==> src/rtl/rsp_pkt_pkg.sv <==
package rsp_pkt_pkg;

    localparam int CHUNK_MAX = 60;
    localparam int HDR_BYTES = 4;

    localparam logic [15:0] ID_CFG_QUERY = 16'd0;
    localparam logic [15:0] ID_NEW_XFER  = 16'd2;
    localparam logic [15:0] ID_REPLAY    = 16'd4;
    localparam logic [15:0] ID_CS_CMD    = 16'd7;

    typedef enum logic [1:0] {
        PK_CS    = 2'd0,
        PK_CFG   = 2'd1,
        PK_START = 2'd2,
        PK_CONT  = 2'd3
    } pkt_kind_e;

    typedef enum logic {
        EM_IDLE = 1'b0,
        EM_SEND = 1'b1
    } em_state_e;

    typedef struct packed {
        pkt_kind_e   kind;
        logic [6:0]  plen;
        logic [15:0] field;
    } pkt_desc_t;

    function automatic logic [7:0] kind_id(input pkt_kind_e k);
        case (k)
            PK_CS:    return 8'd8;
            PK_CFG:   return 8'd1;
            PK_START: return 8'd5;
            default:  return 8'd6;
        endcase
    endfunction

    function automatic logic [15:0] chunk_of(input logic [15:0] remain);
        return (remain > 16'(CHUNK_MAX)) ? 16'(CHUNK_MAX) : remain;
    endfunction

endpackage

==> src/rtl/rsp_cmd_decode.sv <==
module rsp_cmd_decode
    import rsp_pkt_pkg::*;
(
    input  logic        clk,
    input  logic        rst,
    input  logic        cmd_valid,
    input  logic [15:0] cmd_id,
    input  logic [15:0] cmd_arg,
    input  logic        res_valid,
    input  logic        take_cs,
    input  logic        take_cfg,
    input  logic        take_restart,
    output logic        cs_req,
    output logic        cfg_req,
    output logic        restart_req,
    output logic        abandon,
    output logic [15:0] cs_status,
    output logic        cs_active
);

    assign abandon = cmd_valid && (cmd_id == ID_NEW_XFER);

    always_ff @(posedge clk) begin
        if (rst) begin
            cs_req      <= 1'b0;
            cfg_req     <= 1'b0;
            restart_req <= 1'b0;
            cs_status   <= '0;
            cs_active   <= 1'b0;
        end else begin
            if (take_cs)      cs_req      <= 1'b0;
            if (take_cfg)     cfg_req     <= 1'b0;
            if (take_restart) restart_req <= 1'b0;
            if (res_valid)    restart_req <= 1'b0;
            if (cmd_valid) begin
                case (cmd_id)
                    ID_CS_CMD: begin
                        cs_req <= 1'b1;
                        if (cmd_arg <= 16'd1) begin
                            cs_active <= cmd_arg[0];
                            cs_status <= 16'd0;
                        end else begin
                            cs_status <= 16'd1;
                        end
                    end
                    ID_CFG_QUERY: cfg_req     <= 1'b1;
                    ID_REPLAY:    restart_req <= 1'b1;
                    ID_NEW_XFER:  restart_req <= 1'b0;
                    default: ;
                endcase
            end
        end
    end

    // a valid assert action raises the select output
    p_cs_assert_r7: assert property (@(posedge clk) disable iff (rst)
        cmd_valid && cmd_id == ID_CS_CMD && cmd_arg == 16'd1 |=> cs_active);

    // an out-of-range action leaves the select output alone
    p_cs_keep_r7: assert property (@(posedge clk) disable iff (rst)
        cmd_valid && cmd_id == ID_CS_CMD && cmd_arg > 16'd1 |=> $stable(cs_active));

    // unknown identifiers raise no request
    p_unknown_r12: assert property (@(posedge clk) disable iff (rst)
        cmd_valid && cmd_id != ID_CS_CMD && cmd_id != ID_CFG_QUERY && !cs_req && !cfg_req
        |=> !cs_req && !cfg_req);

endmodule

==> src/rtl/rsp_track.sv <==
module rsp_track
    import rsp_pkt_pkg::*;
#(
    parameter int MAX_RD = 298
) (
    input  logic        clk,
    input  logic        rst,
    input  logic        res_valid,
    input  logic [15:0] res_status,
    input  logic [15:0] res_len,
    input  logic        abandon,
    input  logic        apply_restart,
    input  logic        launch,
    input  logic        done,
    output logic        active,
    output logic        first,
    output logic [15:0] off,
    output logic [15:0] status,
    output logic [15:0] chunk
);

    localparam logic [15:0] RD_LIMIT = 16'(MAX_RD);

    logic        stored;
    logic        in_flight;
    logic        stale;
    logic [15:0] eff_len;
    logic [15:0] next_off;
    logic        flight_now;

    assign chunk      = chunk_of(eff_len - off);
    assign next_off   = off + chunk;
    assign flight_now = (in_flight || launch) && !done;

    always_ff @(posedge clk) begin
        if (rst) begin
            stored    <= 1'b0;
            active    <= 1'b0;
            first     <= 1'b0;
            off       <= '0;
            status    <= '0;
            eff_len   <= '0;
            in_flight <= 1'b0;
            stale     <= 1'b0;
        end else begin
            if (launch) begin
                in_flight <= 1'b1;
                stale     <= 1'b0;
            end
            if (done) begin
                in_flight <= 1'b0;
                if (!stale) begin
                    first <= 1'b0;
                    off   <= next_off;
                    if (next_off >= eff_len) active <= 1'b0;
                end
            end
            if (apply_restart && stored) begin
                active <= 1'b1;
                first  <= 1'b1;
                off    <= '0;
            end
            if (abandon) begin
                active <= 1'b0;
                stored <= 1'b0;
                if (flight_now) stale <= 1'b1;
            end
            if (res_valid) begin
                stored  <= 1'b1;
                active  <= 1'b1;
                first   <= 1'b1;
                off     <= '0;
                status  <= res_status;
                eff_len <= (res_status != 16'd0) ? 16'd0 :
                           ((res_len > RD_LIMIT) ? RD_LIMIT : res_len);
                if (flight_now) stale <= 1'b1;
            end
        end
    end

    // the running index never passes the effective length
    p_off_bound_r2: assert property (@(posedge clk) disable iff (rst)
        off <= eff_len);

    // an error response never carries read bytes
    p_err_empty_r3: assert property (@(posedge clk) disable iff (rst)
        launch && status != 16'd0 |-> chunk == 16'd0);

    // replay rewinds to the opening packet
    p_replay_r4: assert property (@(posedge clk) disable iff (rst)
        apply_restart && stored && !abandon |=> first && active && off == 16'd0);

    // abandon leaves nothing to send
    p_abandon_r5: assert property (@(posedge clk) disable iff (rst)
        abandon && !res_valid |=> !active);

endmodule

==> src/rtl/rsp_emit.sv <==
module rsp_emit
    import rsp_pkt_pkg::*;
#(
    parameter int          MAX_WR   = 298,
    parameter int          MAX_RD   = 298,
    parameter logic [15:0] FEATURES = 16'h0001,
    parameter int          ADDRW    = 9
) (
    input  logic             clk,
    input  logic             rst,
    input  logic             cs_req,
    input  logic             cfg_req,
    input  logic             restart_req,
    input  logic [15:0]      cs_status,
    input  logic             active,
    input  logic             first,
    input  logic [15:0]      off,
    input  logic [15:0]      status,
    input  logic [15:0]      chunk,
    input  logic             out_ready,
    input  logic [7:0]       rd_data,
    output logic             take_cs,
    output logic             take_cfg,
    output logic             take_restart,
    output logic             launch,
    output logic             done,
    output logic             out_valid,
    output logic [7:0]       out_data,
    output logic             out_last,
    output logic [ADDRW-1:0] rd_addr
);

    localparam logic [15:0] WR_LIMIT = 16'(MAX_WR);
    localparam logic [15:0] RD_LIMIT = 16'(MAX_RD);

    em_state_e        state;
    pkt_desc_t        desc;
    pkt_desc_t        nxt;
    logic [6:0]       bidx;
    logic [ADDRW-1:0] pkt_off;
    logic             is_resp;
    logic             at_end;

    always_comb begin
        take_cs      = 1'b0;
        take_cfg     = 1'b0;
        take_restart = 1'b0;
        launch       = 1'b0;
        nxt          = '0;
        if (state == EM_IDLE) begin
            if (cs_req) begin
                take_cs = 1'b1;
                nxt     = '{kind: PK_CS, plen: 7'd4, field: cs_status};
            end else if (cfg_req) begin
                take_cfg = 1'b1;
                nxt      = '{kind: PK_CFG, plen: 7'd8, field: WR_LIMIT};
            end else if (restart_req) begin
                take_restart = 1'b1;
            end else if (active) begin
                launch = 1'b1;
                nxt    = '{kind:  first ? PK_START : PK_CONT,
                           plen:  7'(16'(HDR_BYTES) + chunk),
                           field: first ? status : off};
            end
        end
    end

    assign out_valid = (state == EM_SEND);
    assign at_end    = (bidx == 7'(desc.plen - 7'd1));
    assign out_last  = out_valid && at_end;
    assign is_resp   = (desc.kind == PK_START) || (desc.kind == PK_CONT);
    assign done      = out_valid && out_ready && at_end && is_resp;
    assign rd_addr   = pkt_off + ADDRW'(bidx) - ADDRW'(HDR_BYTES);

    always_comb begin
        case (bidx)
            7'd0: out_data = kind_id(desc.kind);
            7'd1: out_data = 8'h00;
            7'd2: out_data = desc.field[7:0];
            7'd3: out_data = desc.field[15:8];
            default: begin
                if (desc.kind == PK_CFG) begin
                    case (bidx)
                        7'd4:    out_data = RD_LIMIT[7:0];
                        7'd5:    out_data = RD_LIMIT[15:8];
                        7'd6:    out_data = FEATURES[7:0];
                        default: out_data = FEATURES[15:8];
                    endcase
                end else begin
                    out_data = rd_data;
                end
            end
        endcase
    end

    always_ff @(posedge clk) begin
        if (rst) begin
            state   <= EM_IDLE;
            desc    <= '0;
            bidx    <= '0;
            pkt_off <= '0;
        end else begin
            case (state)
                EM_IDLE: begin
                    if (take_cs || take_cfg || launch) begin
                        state   <= EM_SEND;
                        desc    <= nxt;
                        bidx    <= '0;
                        pkt_off <= off[ADDRW-1:0];
                    end
                end
                default: begin
                    if (out_ready) begin
                        if (at_end) state <= EM_IDLE;
                        else        bidx  <= bidx + 7'd1;
                    end
                end
            endcase
        end
    end

    // a stalled byte holds its value
    p_hold_r9: assert property (@(posedge clk) disable iff (rst)
        out_valid && !out_ready |=> out_valid && $stable(out_data) && $stable(out_last));

    // valid never drops inside a packet
    p_no_gap_r9: assert property (@(posedge clk) disable iff (rst)
        out_valid && out_ready && !out_last |=> out_valid);

    // at most one packet source is served per boundary
    p_one_grant_r8: assert property (@(posedge clk) disable iff (rst)
        $onehot0({take_cs, take_cfg, take_restart, launch}));

    // packet lengths stay between header-only and a full 64-byte packet
    p_plen_r1: assert property (@(posedge clk) disable iff (rst)
        out_valid |-> desc.plen >= 7'd4 && desc.plen <= 7'd64);

endmodule

==> src/rtl/rsp_packetizer.sv <==
module rsp_packetizer
    import rsp_pkt_pkg::*;
#(
    parameter int          MAX_WR   = 298,
    parameter int          MAX_RD   = 298,
    parameter logic [15:0] FEATURES = 16'h0001,
    localparam int         ADDRW    = $clog2(MAX_RD)
) (
    input  logic             clk,
    input  logic             rst,
    input  logic             res_valid,
    input  logic [15:0]      res_status,
    input  logic [15:0]      res_len,
    output logic [ADDRW-1:0] rd_addr,
    input  logic [7:0]       rd_data,
    input  logic             cmd_valid,
    input  logic [15:0]      cmd_id,
    input  logic [15:0]      cmd_arg,
    output logic             out_valid,
    output logic [7:0]       out_data,
    output logic             out_last,
    input  logic             out_ready,
    output logic             cs_active
);

    logic        cs_req, cfg_req, restart_req, abandon;
    logic [15:0] cs_status;
    logic        take_cs, take_cfg, take_restart, launch, done;
    logic        active, first;
    logic [15:0] off, status, chunk;

    rsp_cmd_decode u_dec (
        .clk         (clk),
        .rst         (rst),
        .cmd_valid   (cmd_valid),
        .cmd_id      (cmd_id),
        .cmd_arg     (cmd_arg),
        .res_valid   (res_valid),
        .take_cs     (take_cs),
        .take_cfg    (take_cfg),
        .take_restart(take_restart),
        .cs_req      (cs_req),
        .cfg_req     (cfg_req),
        .restart_req (restart_req),
        .abandon     (abandon),
        .cs_status   (cs_status),
        .cs_active   (cs_active)
    );

    rsp_track #(.MAX_RD(MAX_RD)) u_trk (
        .clk          (clk),
        .rst          (rst),
        .res_valid    (res_valid),
        .res_status   (res_status),
        .res_len      (res_len),
        .abandon      (abandon),
        .apply_restart(take_restart),
        .launch       (launch),
        .done         (done),
        .active       (active),
        .first        (first),
        .off          (off),
        .status       (status),
        .chunk        (chunk)
    );

    rsp_emit #(
        .MAX_WR  (MAX_WR),
        .MAX_RD  (MAX_RD),
        .FEATURES(FEATURES),
        .ADDRW   (ADDRW)
    ) u_emit (
        .clk         (clk),
        .rst         (rst),
        .cs_req      (cs_req),
        .cfg_req     (cfg_req),
        .restart_req (restart_req),
        .cs_status   (cs_status),
        .active      (active),
        .first       (first),
        .off         (off),
        .status      (status),
        .chunk       (chunk),
        .out_ready   (out_ready),
        .rd_data     (rd_data),
        .take_cs     (take_cs),
        .take_cfg    (take_cfg),
        .take_restart(take_restart),
        .launch      (launch),
        .done        (done),
        .out_valid   (out_valid),
        .out_data    (out_data),
        .out_last    (out_last),
        .rd_addr     (rd_addr)
    );

endmodule

==> config.mk <==
export PLATFORM = sky130hd
export DESIGN_NAME = rsp_packetizer
export DESIGN_NICKNAME = d
export VERILOG_FILES = /design/src/rtl/rsp_pkt_pkg.sv /design/src/rtl/rsp_cmd_decode.sv /design/src/rtl/rsp_track.sv /design/src/rtl/rsp_emit.sv /design/src/rtl/rsp_packetizer.sv
export SDC_FILE = /design/constraint.sdc
export NUM_CORES = 1
export LEC_CHECK = 0
export BUFFER_PORTS_ARGS = -buffer_cell sky130_fd_sc_hd__buf_2
export CAP_MARGIN = 30
export CELL_PAD_IN_SITES_DETAIL_PLACEMENT = 1
export CELL_PAD_IN_SITES_GLOBAL_PLACEMENT = 1
export CORE_ASPECT_RATIO = 0.75
export CORE_MARGIN = 8
export CORE_UTILIZATION = 44
export DETAILED_ROUTE_END_ITERATION = 6
export PLACE_DENSITY = 0.84
export SYNTH_ARGS = -nofsm -noshare
export SYNTH_HDL_FRONTEND = slang
export SYNTH_HIERARCHICAL = 1
export SYNTH_SLANG_ARGS = --single-unit
==> constraint.sdc <==
create_clock -name clk -period 6.9 [get_ports clk]
set_clock_uncertainty 0.15 [all_clocks]
set_input_delay 1.035 -clock clk [delete_from_list [all_inputs] [get_ports clk]]
set_output_delay 1.035 -clock clk [all_outputs]
set_load 0.02 [all_outputs]
# Word level (Yosys, flattened, before mapping)
# Index checks and enable logic that the tools add are counted.
# word_totals
reg_bits	115
inputBits	77
output_inout_bits	20
elab_cells	143
# classes
n_addsub	7
n_lt_le_gt_ge	4
eq_ne	17
muxes	63
n_bitwise	2
reduce_logical	31
# ops
operator	count
2-to-1 mux 25 bit	4
2-to-1 mux 16 bit	4
2-to-1 mux 1 bit	46
equality test 16 x 3 -> 1 bit, second input constant	2
one-hot mux 8 bit (4 select lines)	1
2-to-1 mux 7 bit	4
equality test 7 x 3 -> 1 bit, second input constant	3
adder 16 bit	1
equality test 16 x 2 -> 1 bit, second input constant	1
>= comparator 16 bit	1
greater-than comparator 16 x 6 -> 1 bit, second input constant	1
greater-than comparator 16 x 9 -> 1 bit, second input constant	1
less-or-equal comparator 16 x 1 -> 1 bit, second input constant	1
zero test 16 bit	1
nonzero test 16 bit	1
subtractor 16 bit	1
equality test 7 x 2 -> 1 bit, second input constant	2
one-hot mux 4 bit (3 select lines)	1
one-hot mux 6 bit (2 select lines)	1
adder 9 x 7 -> 9 bit	1
AND reduction 3 bit	3
subtractor 9 x 3 -> 9 bit, second input constant	1
2-to-1 mux 8 bit	1
AND reduction 2 bit	4
22 further kinds	37

# Longest topological paths before layout
# Gate-level depths: netlist of run 1.
# depth
depth_word	11
mapped_depth	31
depth_no_buf	31

# Cells and area by module
# Netlist of run 1, hierarchy kept.
# by_module_without_submodules
module	instances	cells_each	area_per_inst_um2	seq_area_each_um2
rsp_track	1	528	4211.5	1061.0
rsp_emit	1	374	2917.8	840.8
rsp_cmd_decode	1	51	429.2	100.1

# Least setup slack after synthesis of run 1
# No wires, ideal clock.
# synth_path
kind	reg2reg
from	register u_trk.off[0]
to	register u_trk.active
setup_ps	95
arrival_time_ps	5524
t_required_ps	6655
setup_slack_ps	1131
stages_incl_launch_ff	31
n_path_buf	0
period_less_slack_ps	5769
cell_sequence	dfxtp_1 ha_1 inv_1 fa_1 a211o_1 a21oi_2 o21bai_1 or2_1 a211oi_2 nand4_4 nor2_1 nand2_1 ha_1 a21o_1 a21o_1 a21oi_1 o21ai_0 a21o_1 a21oi_1 o21bai_1 nor2_1 xnor2_1 ha_1 a21o_1 a21oi_1 nor2b_1 o21ai_0 nand2b_1 a21oi_1 o221ai_1 a221oi_1
# synth_between
elab_chain_len	7
# synth_rtl
element	line_no	source
start, declared	rsp_track.sv:17	output logic [15:0] off,
start signal, assigned	rsp_track.sv:54	off <= next_off;
subtractor 16 bit *	rsp_track.sv:31	assign chunk = chunk_of(eff_len - off);
greater-than comparator 16 x 6 -> 1 bit	rsp_pkt_pkg.sv:39	return (remain > 16'(CHUNK_MAX)) ? 16'(CHUNK_MAX) : remain;
2-to-1 mux 16 bit *	rsp_pkt_pkg.sv:39	
named net chunk[4]	rsp_packetizer.sv:30	logic [15:0] off, status, chunk;
adder 16 bit *	rsp_track.sv:32	assign next_off = off + chunk;
named net u_trk.next_off[11]	rsp_track.sv:28	logic [15:0] next_off;
>= comparator 16 bit *	rsp_track.sv:55	if (next_off >= eff_len) active <= 1'b0;
nonzero test 4 bit (no line) *	-	
AND reduction 3 bit (no line) *	-	
end signal, assigned	rsp_track.sv:38	active <= 1'b0;
end signal, assigned	rsp_track.sv:55	
end signal, assigned	rsp_track.sv:59	active <= 1'b1;
end, declared	rsp_track.sv:15	output logic active,
# Mark *: on every way through the listed nets, which the timed path passes. The rest lies on a longest branch.
# A chain may end at the register's enable or synchronous reset.

# Worst setup path after layout of run 1
# layout_path
from	register u_trk.eff_len[0]
to	register u_trk.active
# layout_between
elab_chain_len	7
# layout_rtl
element	line_no	source
start, declared	rsp_track.sv:27	logic [15:0] eff_len;
start signal, assigned	rsp_track.sv:74	eff_len <= (res_status != 16'd0) ? 16'd0 :
subtractor 16 bit *	rsp_track.sv:31	
greater-than comparator 16 x 6 -> 1 bit	rsp_pkt_pkg.sv:39	
2-to-1 mux 16 bit *	rsp_pkt_pkg.sv:39	
named net chunk[2]	rsp_packetizer.sv:30	
adder 16 bit *	rsp_track.sv:32	
named net u_trk.next_off[10]	rsp_track.sv:28	
>= comparator 16 bit *	rsp_track.sv:55	
nonzero test 4 bit (no line) *	-	
AND reduction 3 bit (no line) *	-	
# Marked as above.

==> results.sh, run 1 <==
export IMPL_met1_usage_pct=31.3
export IMPL_viasPerCell=5.88
export IMPL_htree_levels=3
export IMPL_routedWlPerCell_um=19.9
export IMPL_grt_pass1_wl_um=39700
export IMPL_fin_crit_sh_pct=94.7
export IMPL_drive_gt1_share_pct=15.1
export IMPL_dieWidth_um=167
export IMPL_startpoint_type="flop"
export IMPL_num_rows=41
export IMPL_hold_violations=0
export IMPL_period_needed_ns=6.54
export IMPL_required_ns=7.00
export IMPL_cpLargestDelayFamily="compound AO/OA/AOI/OAI gates"
export IMPL_die_h_um=129
export IMPL_max_stage_delay_ns=0.44
export IMPL_grt_use_met2_pct=35.7
export IMPL_insertion_delay_ns=0.36
export IMPL_worstMarginPinSlew_ns=1.10
export IMPL_dieArea_um2=21500
export IMPL_syn_area_um2=7490
export IMPL_grt_usage_pct=22.7
export IMPL_fin_util_pct=50.7
export IMPL_antenna_cells=0
export IMPL_root_buffer="clkbuf_16"
export IMPL_hold_class="reg -> reg"
export IMPL_power_w=0.00131
export IMPL_numPortBuffers=96
export IMPL_grt_overflow=0
export IMPL_io_pins=97
export IMPL_arrival_ns=6.64
export IMPL_instances_no_fill=1249
export IMPL_power_switching_w=0.000367
export IMPL_gr_usage_met3_pct=4.83
export IMPL_totalWireLength_um=24800
export IMPL_outcome="finished, final reports clean"
export IMPL_grt_pass1_vias=7448
export IMPL_initialDrtViolationCount=416
export IMPL_clk_pin_slew_ns=0.08
export IMPL_fp_coreArea_um2=16700
export IMPL_crit_type="reg -> reg"
export IMPL_drv_cap=0
export IMPL_ir_drop_v=0.000124
export IMPL_synthCells=944
export IMPL_path_buf_inv=2
export IMPL_area_delta_synth_final_pct=13.1
export IMPL_nets=1178
export IMPL_cts_buffers_inserted=9
export IMPL_power_leakage_nw=3.78
export IMPL_end_kind="flop"
export IMPL_cts_tree="done"
export IMPL_num_vias=7339
export IMPL_postCtsSetupRepairBufs=0
export IMPL_drc=0
export IMPL_syn_avg_cell_area_um2=7.94
export IMPL_grt_busiest_layer="met2"
export IMPL_ant_nets=0
export IMPL_gp_congestion=0.926
export IMPL_cp_slowest_cell="or3_1"
export IMPL_drv_slew=0
export IMPL_pwr_share_seq_pct=46.6
export IMPL_antenna_found_initial=1
export IMPL_ys_warn_count=6
export IMPL_setup_viol=0
export IMPL_relSlewSlack_pct=25.9
export IMPL_fmax_ghz=0.153
export IMPL_initial_utilization_pct=44.8
export IMPL_intPower_w=0.000945
export IMPL_hold_slack_ns=0.309
export IMPL_dr_pass1_iters=4
export IMPL_cp_max_fo=5
export IMPL_dp_cells=1232
export IMPL_clkPwrFrac_pct=41.0
export IMPL_grt_max_degree=75
export IMPL_hpwl_um=19300
export IMPL_p_per_area_nw_per_um2=155
export IMPL_clock_path_buffers=2
export IMPL_pwr_share_comb_pct=12.4
export IMPL_p_sw_share_pct=27.9
export IMPL_cts_sinks=100
power by group through the flow:
stage / registers [W] / clock network, W / logic, W
2_1_floorplan: 0.000616 / 0 / 0.000109
3_3_place_gp: 0.000626 / 0 / 0.000150
3_5_place_dp: 0.000626 / 0 / 0.000156
4_1_cts: 0.000613 / 0.000541 / 0.000157
5_1_grt: 0.000613 / 0.000564 / 0.000180
6_report: 0.000611 / 0.000538 / 0.000163
per-stage QoR:
stage / setup TNS, ns / setup slack, ns / cell area [µm²]
after CTS: 0 / 0.125 / 8400
after global routing: -0.0112 / -0.0112 / 8470
final: 0 / 0.365 / 8470
after floorplan: 0 / 1.13 / 7580
after detailed placement: 0 / 0.197 / 8100
after global placement: 0 / 0.338 / 8100
final timing paths:
path / to / startpoint / slack [ns] / depth (start not counted)
worst max-delay path: u_trk/active / u_trk/eff_len[0] / 0.36 / 29
worst min-delay path: u_emit/pkt_off[4] / u_emit/pkt_off[4] / 0.31 / 2
worst min register to register: u_emit/pkt_off[4] / u_emit/pkt_off[4] / 0.31 / 2
worst max register to register: u_trk/active / u_trk/eff_len[0] / 0.36 / 29
flip-flops by register name, indices dropped and copies added (netlist names), 7 cells and up:
name and cells:
u_emit/desc 25, u_trk/eff_len 16, u_emit/pkt_off 9, u_trk/off 16, u_trk/status 16, u_emit/bidx 7
routing by layer:
layer | share of wire, % | vias to the layer above
li1 | - | 3506
met5 | 0 | -
met1 | 48 | 3578
met2 | 44 | 226
met3 | 6.6 | 29
met4 | 1.5 | 0
layout by cell type (no fill, tap or decap), types with 21 or more instances in the layout:
cell,n
dfxtp_1,98
buf_2,96
nor2_1,93
nand2_1,83
inv_1,78
ha_1,68
a21oi_1,64
o21ai_0,42
mux2i_1,33
nor3_1,28
a21o_1,26
conb_1,25
xnor2_1,21
worst reg2reg max path: cells and delay by family (launching register included):
kind	cells	cell delay (ns)
adder cells (fa/ha/maj)	4	1.20
XOR/XNOR	1	0.16
buffers and inverters	2	0.12
flip-flops	1	0.37
AO/OA/AOI/OAI	14	2.77
AND/OR/NAND/NOR	8	1.65
final cells by class:
cell class	instances	area, µm²
inverter	79	297
clock inverter	7	80.1
tap	215	269
clock buffer	9	225
fill	2099	8250
multi-input combinational	736	5040
timing repair buffer	103	553
sequential	100	2000
timing repair:
item,in CTS,in global routing
endpoints found under the setup margin,0,1
resized for setup,0,12
hold buffers,0,0
Power figures use the tool's default switching activity.
==> inputs of run 2 (changes only) <==
- ABC_AREA: not set -> 1
- CORE_UTILIZATION: 44 -> 42
- MAX_ROUTING_LAYER: not set -> met4
- RECOVER_POWER: not set -> 50
==> results.sh, run 2 <==
export IMPL_cts_tree="done"
export IMPL_period_needed_ns=5.66
export IMPL_die_h_um=134
export IMPL_p_per_area_nw_per_um2=165
export IMPL_postCtsSetupRepairBufs=0
export IMPL_hold_start="u_emit/pkt_off[3]"
export IMPL_numPortBuffers=96
export IMPL_syn_area_um2=7800
export IMPL_drv_cap=1
export IMPL_fmax_ghz=0.177
export IMPL_syn_avg_cell_area_um2=6.46
export IMPL_area_delta_synth_final_pct=11.9
export IMPL_cp_slowest_cell="dfxtp_1"
export IMPL_fp_coreArea_um2=18300
export IMPL_ir_drop_v=0.000115
export IMPL_drive_gt1_share_pct=12.5
export IMPL_dieWidth_um=173
export IMPL_drc=0
export IMPL_final_cell_mix="276 x nand2_1, 160 x inv_1, 130 x nor2_1"
export IMPL_layout_commonest_cell="nand2_1"
export IMPL_hold_slack_ns=0.310
export IMPL_cp_common_cell="nand2_1"
export IMPL_fin_util_pct=47.6
export IMPL_finalWorstSetupSlack_ns=1.24
export IMPL_r2r_start="u_trk/off[0]"
export IMPL_max_stage_delay_ns=0.50
export IMPL_hpwl_um=21000
export IMPL_dp_slack_ns=1.42
export IMPL_htree_levels=3
export IMPL_clock_path_buffers=2
export IMPL_cts_resized=0
export IMPL_required_ns=6.99
export IMPL_fin_crit_sh_pct=82.1
export IMPL_viasPerCell=5.22
export IMPL_cts_sinks=100
export IMPL_ys_warn_count=6
export IMPL_end_kind="flop"
export IMPL_antenna_cells=0
export IMPL_grt_usage_pct=23.0
export IMPL_rrSetupSlack_ns=1.24
export IMPL_initialDrtViolationCount=521
export IMPL_top_register="u_emit/desc"
export IMPL_hold_class="reg -> reg"
export IMPL_cts_hold_buffers=0
export IMPL_clk_pin_slew_ns=0.07
export IMPL_grt_overflow=0
export IMPL_cts_buffers_inserted=9
export IMPL_grt_pass1_vias=8281
export IMPL_insertion_delay_ns=0.36
export IMPL_gp_congestion=0.945
export IMPL_startpoint_type="flop"
export IMPL_nets=1445
export IMPL_ant_nets=0
export IMPL_antenna_found_initial=0
export IMPL_min_path_cells=2
export IMPL_power_leakage_nw=4.38
export IMPL_routedWlPerCell_um=17.0
export IMPL_crit_type="reg -> reg"
export IMPL_rsz0062_at_grt="no"
export IMPL_arrival_ns=5.76
export IMPL_power_w=0.00144
export IMPL_tns_ns=0
export IMPL_hold_end="u_emit/pkt_off[3]"
export IMPL_initial_utilization_pct=42.5
export IMPL_synthCells=1208
export IMPL_reg2reg_depth=30
export IMPL_root_buffer="clkbuf_16"
export IMPL_totalWireLength_um=26300
export IMPL_dr_pass1_iters=5
export IMPL_relSlewSlack_pct=-30.0
export IMPL_outcome="finished with violations"
export IMPL_violations="capacitance limit, slew limit"
export IMPL_cp_max_fo=8
export IMPL_nFillCells=2545
export IMPL_worstMarginPinSlew_ns=1.95
export IMPL_num_vias=8076
export IMPL_setup_viol=0
export IMPL_num_rows=43
export IMPL_drv_slew=32
export IMPL_largest_reg_flops=25
export IMPL_dieArea_um2=23200
export IMPL_hold_violations=0
export IMPL_grt_pass1_wl_um=42500
export IMPL_r2r_end="u_trk/active"
export IMPL_grt_max_degree=33
export IMPL_io_pins=97
run 2: area by class of cell:
cell class,instances,area [µm²],area share (%)
clock inverter,4,73.8,0.845
inverter,176,661,7.56
multi-input combinational,912,4970,56.9
tap,247,309,3.54
sequential,100,2000,22.9
timing repair buffer,97,483,5.53
clock buffer,10,239,2.74
run 2: per-stage QoR:
| stage | cell area, µm² | cells |
|---|---|---|
| after floorplan | 7890 | 1231 |
| final | 8730 | 1546 |
| after global placement | 8450 | 1532 |
| after CTS | 8760 | 1546 |
| after detailed placement | 8450 | 1532 |
| after global routing | 8730 | 1546 |
run 2: metal layers:
layer | vias to the layer above | part of all wire, % | global-route usage [%]
li1 | 4058 | - | -
met3 | 18 | 4.3 | 3.88
met5 | - | 0 | -
met2 | 167 | 44 | 35.5
met1 | 3833 | 50 | 31.2
met4 | 0 | 1.2 | 4.54
run 2: worst max-delay path by stage:
stage	startpoint	endpoint	slack (ns)	depth (start not counted)
floorplan	u_trk/off[0]	u_trk/active	2.24	31
global placement	u_trk/off[0]	u_trk/active	1.62	32
detailed placement	u_trk/off[0]	u_trk/active	1.42	30
CTS	u_trk/off[0]	u_trk/active	1.31	30
global route	u_trk/off[0]	u_trk/active	0.88	30
finish	u_trk/off[0]	u_trk/active	1.24	30
run 2: worst max-delay path: cells and delay by family, from the launching register on:
kind                       cells  cell delay, ns
and+or+nand+nor               19            2.20
adders and majority gates      4            1.32
AOI/OAI and AO/OA              6            1.30
DFF                            1            0.50
buffers and inverters          1            0.08
run 2: where the power goes:
part	switching [W]	total (W)	internal (W)
sequential	0.0000203	0.000622	0.000601
combinational	0.000171	0.000261	0.0000904
clock	0.000231	0.000556	0.000325
total	0.000422	0.00144	0.00102
==> inputs of run 3 (changes only) <==
- ABC_AREA: 1 -> 0
- CORE_UTILIZATION: 42 -> 44
- clock period: 6.9 -> 5.94 ns (I/O delays scaled with it)
==> results.sh, run 3 (same netlist as run 1, synthesis figures left out) <==
export IMPL_outcome="finished with violations"
export IMPL_violations="setup timing"
export IMPL_layout_commonest_cell="dfxtp_1"
export IMPL_p_per_area_nw_per_um2=165
export IMPL_power_switching_w=0.000424
export IMPL_dp_cells=1279
export IMPL_grt_usage_pct=24.0
export IMPL_ant_nets=0
export IMPL_hold_slack_ns=0.305
export IMPL_end_kind="flop"
export IMPL_cts_tree="done"
export IMPL_routedWlPerCell_um=20.5
export IMPL_drive_gt1_share_pct=21.9
export IMPL_cts_buffers_inserted=9
export IMPL_cp_common_cell="a21oi_2"
export IMPL_dieWidth_um=167
export IMPL_clkPwrFrac_pct=39.3
export IMPL_htree_levels=3
export IMPL_clk_pin_slew_ns=0.08
export IMPL_rsz0062_at_grt="yes"
export IMPL_grt_max_degree=67
export IMPL_regArea_um2=2000
export IMPL_cts_hold_buffers=0
export IMPL_hold_class="reg -> reg"
export IMPL_antenna_cells=0
export IMPL_fin_crit_sh_pct=103
export IMPL_power_leakage_nw=4.08
export IMPL_grt_overflow=0
export IMPL_rrSetupSlack_ns=-0.15
export IMPL_clock_path_buffers=2
export IMPL_grt_pass1_wl_um=40400
export IMPL_dieArea_um2=21500
export IMPL_largest_reg_flops=25
export IMPL_crit_type="reg -> reg"
export IMPL_die_h_um=129
export IMPL_viasPerCell=5.87
export IMPL_num_rows=41
export IMPL_fin_util_pct=54.0
export IMPL_root_buffer="clkbuf_16"
export IMPL_fmax_ghz=0.164
export IMPL_initial_utilization_pct=44.8
export IMPL_final_cell_mix="99 x dfxtp_1, 96 x buf_2, 90 x nor2_1"
export IMPL_dp_slack_ns=-0.196
export IMPL_startpoint_type="flop"
export IMPL_cts_sinks=100
export IMPL_antenna_found_initial=2
export IMPL_period_needed_ns=6.09
export IMPL_fp_coreArea_um2=16700
export IMPL_numPortBuffers=96
export IMPL_pwr_share_comb_pct=13.0
export IMPL_pwr_share_seq_pct=47.8
export IMPL_worstMarginPinSlew_ns=1.19
export IMPL_multiInputGateArea_um2=5220
export IMPL_finalWorstSetupSlack_ns=-0.151
export IMPL_cp_slowest_cell="fa_2"
export IMPL_gp_congestion=0.940
export IMPL_totalWireLength_um=26700
export IMPL_initialDrtViolationCount=637
export IMPL_ir_drop_v=0.000134
export IMPL_grt_pass1_vias=7681
export IMPL_arrival_ns=6.21
export IMPL_intPower_w=0.00107
export IMPL_nets=1234
export IMPL_top_register="u_emit/desc"
export IMPL_p_sw_share_pct=28.5
export IMPL_insertion_delay_ns=0.36
export IMPL_hold_violations=0
export IMPL_num_vias=7666
export IMPL_nFillCells=2096
export IMPL_tns_ns=-0.151
export IMPL_cp_max_fo=5
export IMPL_required_ns=6.06
export IMPL_dr_pass1_iters=5
export IMPL_drc=0
export IMPL_drv_cap=0
export IMPL_hpwl_um=19700
export IMPL_relSlewSlack_pct=19.9
export IMPL_max_stage_delay_ns=0.39
export IMPL_instances_no_fill=1305
export IMPL_io_pins=97
export IMPL_setup_viol=1
export IMPL_drv_slew=0
export IMPL_area_delta_synth_final_pct=20.6
==> run 3: cell count changes in the layout (fill, tap and decap cells not counted), moves of 40 or more <==
| cell | change |
|---|---|
| buf_4 | +61 |
| nand2_1 | -195 |
| a21oi_1 | -68 |
| nand3_1 | -51 |
| nor2_1 | -40 |
| inv_1 | -82 |
==> run 3: layout make-up <==
cell class / count / area share [%]
sequential: 100 / 22.2
clock buffer: 10 / 2.65
inverter: 79 / 3.28
multi-input combinational: 736 / 57.8
timing repair buffer: 159 / 10.6
clock inverter: 6 / 0.513
tap: 215 / 2.98
==> run 3: power groups by stage <==
stage	logic (W)	registers [W]	clock network [W]
floorplan	0.000127	0.000716	0
finish	0.000193	0.000711	0.000585
global placement	0.000176	0.000724	0
global route	0.000210	0.000712	0.000622
CTS	0.000185	0.000710	0.000591
detailed placement	0.000182	0.000725	0
==> run 3: layer usage <==
layer / wire (µm) / track usage, % / up-vias / share of wire, %
li1: - / - / 3620 / -
met3: 1630 / 4.71 / 41 / 6.1
met5: 0 / - / - / 0
met4: 532 / 5.97 / 0 / 2.0
met1: 12700 / 31.8 / 3763 / 47
met2: 11900 / 37.1 / 242 / 44
==> run 3: metrics by stage <==
step | total power (W) | area [µm²]
2_1_floorplan | 0.000842 | 7580
3_3_place_gp | 0.000900 | 8450
3_5_place_dp | 0.000907 | 8450
4_1_cts | 0.00149 | 8850
5_1_grt | 0.00154 | 9030
6_report | 0.00149 | 9030
==> run 3: timing repair <==
action | CTS | global route
gates resized for setup | 17 | 29
setup buffers | 5 | 4
pin swaps | 20 | 23
setup endpoints to repair | 1 | 1
==> run 3: critical path, delay by kind of cell, from the launching register on <==
family	cells	cell delay, ns
AO/OA/AOI/OAI	17	3.14
adder cells (fa/ha/maj)	4	1.00
AND/OR/NAND/NOR	7	0.99
flip-flops	1	0.33
buffers and inverters	3	0.24
XOR/XNOR	1	0.15
==> run 3: path summary, 6_finish.rpt <==
path	start	cells past startpoint	to
hold / removal	u_emit/pkt_off[5]	2	u_emit/pkt_off[5]
setup / recovery	u_trk/eff_len[0]	32	u_trk/active
setup reg to reg	u_trk/eff_len[0]	32	u_trk/active
hold reg to reg	u_emit/pkt_off[5]	2	u_emit/pkt_off[5]
